## src/rtl/ind_branch_fetch.sv

```systemverilog
module ind_branch_fetch #(
  parameter int PTR_W  = 8,
  parameter int ADDR_W = 24,
  parameter int DATA_W = 16
) (
  input  logic              clk,
  input  logic              rst,
  input  logic              start,
  input  logic [PTR_W-1:0]  aa8,
  input  logic              adv_mode,
  output logic              mem_req,
  output logic [ADDR_W-1:0] mem_addr,
  input  logic [DATA_W-1:0] mem_rdata,
  input  logic              mem_ack,
  output logic [ADDR_W-1:0] target,
  output logic              done
);
  localparam int HI_W  = ADDR_W - DATA_W;
  localparam int RA_W  = PTR_W + 1;
  localparam int PAD_W = ADDR_W - RA_W;

  typedef enum logic [1:0] {S_IDLE, S_RD1, S_RD2} st_t;

  st_t               st;
  logic [PTR_W-1:0]  ptr;
  logic              adv;
  logic [HI_W-1:0]   hi;
  logic [RA_W-1:0]   rd_addr;

  assign rd_addr  = (st == S_RD2) ? ({1'b0, ptr} + RA_W'(2)) : {1'b0, ptr};
  assign mem_addr = {{PAD_W{1'b0}}, rd_addr};
  assign mem_req  = (st != S_IDLE);

  always_ff @(posedge clk) begin
    if (rst) begin
      st     <= S_IDLE;
      ptr    <= '0;
      adv    <= 1'b0;
      hi     <= '0;
      target <= '0;
      done   <= 1'b0;
    end else begin
      done <= 1'b0;
      case (st)
        S_IDLE:
          if (start) begin
            ptr <= {aa8[PTR_W-1:1], 1'b0};
            adv <= adv_mode;
            st  <= S_RD1;
          end
        S_RD1:
          if (mem_ack) begin
            if (adv) begin
              hi <= mem_rdata[HI_W-1:0];
              st <= S_RD2;
            end else begin
              target <= {{HI_W{1'b0}}, mem_rdata[DATA_W-1:1], 1'b0};
              done   <= 1'b1;
              st     <= S_IDLE;
            end
          end
        S_RD2:
          if (mem_ack) begin
            target <= {hi, mem_rdata[DATA_W-1:1], 1'b0};
            done   <= 1'b1;
            st     <= S_IDLE;
          end
        default: st <= S_IDLE;
      endcase
    end
  end
endmodule


```

## config.mk

```make
export PLATFORM = sky130hd
export DESIGN_NAME = ind_branch_fetch
export DESIGN_NICKNAME = d
export VERILOG_FILES = /design/src/rtl/ind_branch_fetch.sv
export SDC_FILE = /design/constraint.sdc
export NUM_CORES = 1
export LEC_CHECK = 0
export CAP_MARGIN = 20
export CORE_MARGIN = 1
export CORE_UTILIZATION = 50
export DETAILED_ROUTE_END_ITERATION = 6
export DONT_BUFFER_PORTS = 1
export GPL_TIMING_DRIVEN = 1
export PLACE_DENSITY_LB_ADDON = 0.25
export RECOVER_POWER = 50
export SLEW_MARGIN = 20
export SYNTH_ARGS = -nofsm -noshare
export SYNTH_HDL_FRONTEND = slang
export SYNTH_SLANG_ARGS = --single-unit
```

## constraint.sdc

```tcl
create_clock -name clk -period 2.6 [get_ports clk]
set_input_delay 0.39 -clock clk [delete_from_list [all_inputs] [get_ports clk]]
set_output_delay 0.39 -clock clk [all_outputs]
set_load 0.005 [all_outputs]
```

==> impl_metrics.yaml <==
clock_network:
  cts_root_buf: "clkbuf_8"
  clk_pin_slew_worst_paths_ns: 0.08
  cts_setup_buffers: 0
  clk-insertion-delay-late_ns: 0.29
  post_cts_resized: 0
  cts_num_sinks: 42
  htree_levels: 2
  clockBufferDepth: 2
  numCtsBuffers: 5
  hold_buffers: 0
  cts_tree: "done"
drt:
  drc: 0
  viasPerCell: 5.36
  drtIter0Drc: 76
  wire_per_inst_microns: 13.9
  postRouteWirelength_mm: 3.51
  ant_nets: 0
  firstDrtPassIters: 4
  num_vias: 1350
grt:
  grt_first_pass_wirelength_mm: 5.93
  track_usage: 0.189
  grt_antenna_before_repair: 0
  grt_pass1_vias: 1277
  grt-ovfl-total: 0
  grt_max_degree: 44
timing:
  relSlewSlack: 0.569
  fin_setup_tns_ns: 0
  worst_slack_ns: 0.497
  tightest_slew_ns: 0.645
  max_freq_mhz: 475
  finalCriticalPeriod_ns: 2.10
  fin_skew_ns: 0.00678
  holdWs_ns: 0.157
  hold_violations: 0
  rsz0062_at_grt: "false"
  setup_viol: 0
  post-route-period-util: 0.809
  maxSlewViolCount: 0
critical_path:
  cp-end-kind: "primary output"
  cp_cell_sequence: "inv_1, ha_1, nand4_1, nor2_1, xor2_1"
  cp_num_buf_inv: 1
  critPathTopFamily: "adder cells"
  path_class: "reg -> out"
  cp_max_fo: 10
  required_ns: 2.21
  cp_data_arrival_time_ns: 1.71
  critPathLaunchType: "flip-flop"
  crit_slowest_cell: "ha_1"
  crit_path_max_incr_delay_ns: 0.39
floorplan:
  die_h_microns: 63.6
  die_area_sq_mm: 0.00404
  ios: 79
  row_count: 22
  start_util: 0.518
  die_x_microns: 63.6
  core_sq_mm: 0.00366
outcome:
  status: "completed"
yosys:
  synth_ff_type: "dfxtp_1"
  yosysUniqueCellTypes: 29
  synthTopCellsByArea: "dfxtp_1 (44%), mux2i_1 (13%), nand2_1 (8.7%), buf_4 (6.7%), a32o_1 (4.2%)"
  synthArstFlopShare: 0
  ys_seq_area_frac: 0.443
  yosysTopAreaCell: "dfxtp_1"
  syn_avg_cell_area_sq_um: 9.16
  synth_warnings: 0
  syn-instance-count: 207
  netlist_area_sq_mm: 0.00190
  yosysTopAreaCellShare: 0.443
  synth_edf_count: 0
  ys_ff_latch: 42
run:
  cap_violations: 0
final_layout:
  final_core_util: 0.529
  areaGrowthSynthToFinish_pct: 2.05
  seq_area_sq_um: 841
  fillers: 356
  fin_nets: 237
  diodes: 0
  final_layout_size_suffix_gt1_frac: 0.0637
  fin_cells: 252
  multi_input_area_sq_um: 910
placed_design:
  hpwlAfterDp_mm: 2.49
  post-place-ws_ns: 0.671
  portBuffers: 0
  dp_cells: 244
  gp_congestion: 0.709
power:
  p_leak_nw: 0.808
  vdd_drop_max_mv: 0.434
  p_per_area_mw_per_mm2: 698
worst_hold_path:
  holdCritPathClass: "in -> reg"
-- cells in the final DEF, fill, tap and decap left out, drive strengths merged --
| master | n |
|---|---|
| a21oi | 9 |
| nand3 | 12 |
| o21ai | 1 |
| inv | 6 |
| o22a | 1 |
| nand3b | 1 |
| nor3 | 1 |
| ha | 5 |
| xnor2 | 4 |
| nand2 | 44 |
| buf | 1 |
| a32o | 8 |
| o21a | 1 |
| dfxtp | 42 |
| nor2b | 2 |
| o2111a | 1 |
| clkinvlp | 1 |
| mux2 | 1 |
| xor2 | 2 |
| nor2 | 11 |
| mux2i | 25 |
| conb | 17 |
| nand4 | 2 |
| clkbuf | 6 |
-- routing by layer --
layer	up-vias	global-route usage	share of wire
met2	57	0.324	0.49
met1	636	0.215	0.42
met5	-	0	0
met4	0	0.0511	0.011
met3	5	0.0725	0.081
li1	652	-	-
-- cell type report --
| class | instances | area share |
|---|---|---|
| multi-input cells | 148 | 0.470 |
| flip-flops and latches | 42 | 0.434 |
| clock buffers | 6 | 0.0427 |
| well taps | 48 | 0.0310 |
| inverters | 5 | 0.00970 |
| clock inverters | 2 | 0.00840 |
| repair buffers | 1 | 0.00388 |
-- power by group --
part,internal [W],switching (W)
clock network,0.000218,0.000227
logic,0.0000732,0.000115
registers,0.000683,0.0000340
total,0.000974,0.000376
-- path summary, 6_finish.rpt --
path,from,to,slack [ns],cells past startpoint
worst max-delay path,st[0],mem_addr[6],0.50,5
worst min-delay path,rst,hi[4],0.16,1
worst max register to register,st[0],target[6],0.65,6
worst min register to register,ptr[7],ptr[7],0.47,2
-- synth_stat cells (all sizes together), types with 2 or more instances --
cell	instances
ha	5
nand2	44
clkbuf	6
dfxtp	42
inv	5
nand4	2
xor2	2
nand3	12
buf	22
a32o	8
mux2i	25
nor2	11
xnor2	4
a21oi	9
nor2b	2
-- kinds of logic (layout without fill, tap and decap cells) --
logic type / count (synthesis) / after routing / synth area share
compound gates: 21 / 21 / 0.0871
fa+ha+maj: 5 / 5 / 0.0330
buf+inv: 33 / 14 / 0.108
other cells: 1 / 17 / 0.00198
simple gates: 73 / 73 / 0.162
mux: 26 / 26 / 0.138
xor+xnor: 6 / 6 / 0.0277
flops: 42 / 42 / 0.443
-- flip-flops by register name (all words and copies together), names as in the netlist --
signal,cells
hi,8
adv,1
ptr,7
st,2
done,1
target,23
-- metrics by stage --
stage | total power (W) | instance area (sq um)
2_1_floorplan | 0.000913 | 1960
3_3_place_gp | 0.000909 | 1840
3_5_place_dp | 0.000923 | 1840
4_1_cts | 0.00137 | 1940
5_1_grt | 0.00143 | 1940
6_report | 0.00135 | 1940
-- worst register-to-register path, cell delays in order (launching register included) --
cell and delay, ns:
dfxtp_1 0.34, inv_1 0.12, ha_1 0.39, nor2b_1 0.28, o21a_1 0.27, buf_4 0.28, mux2i_1 0.21
No activity file was read; power rests on OpenSTA's default activity.
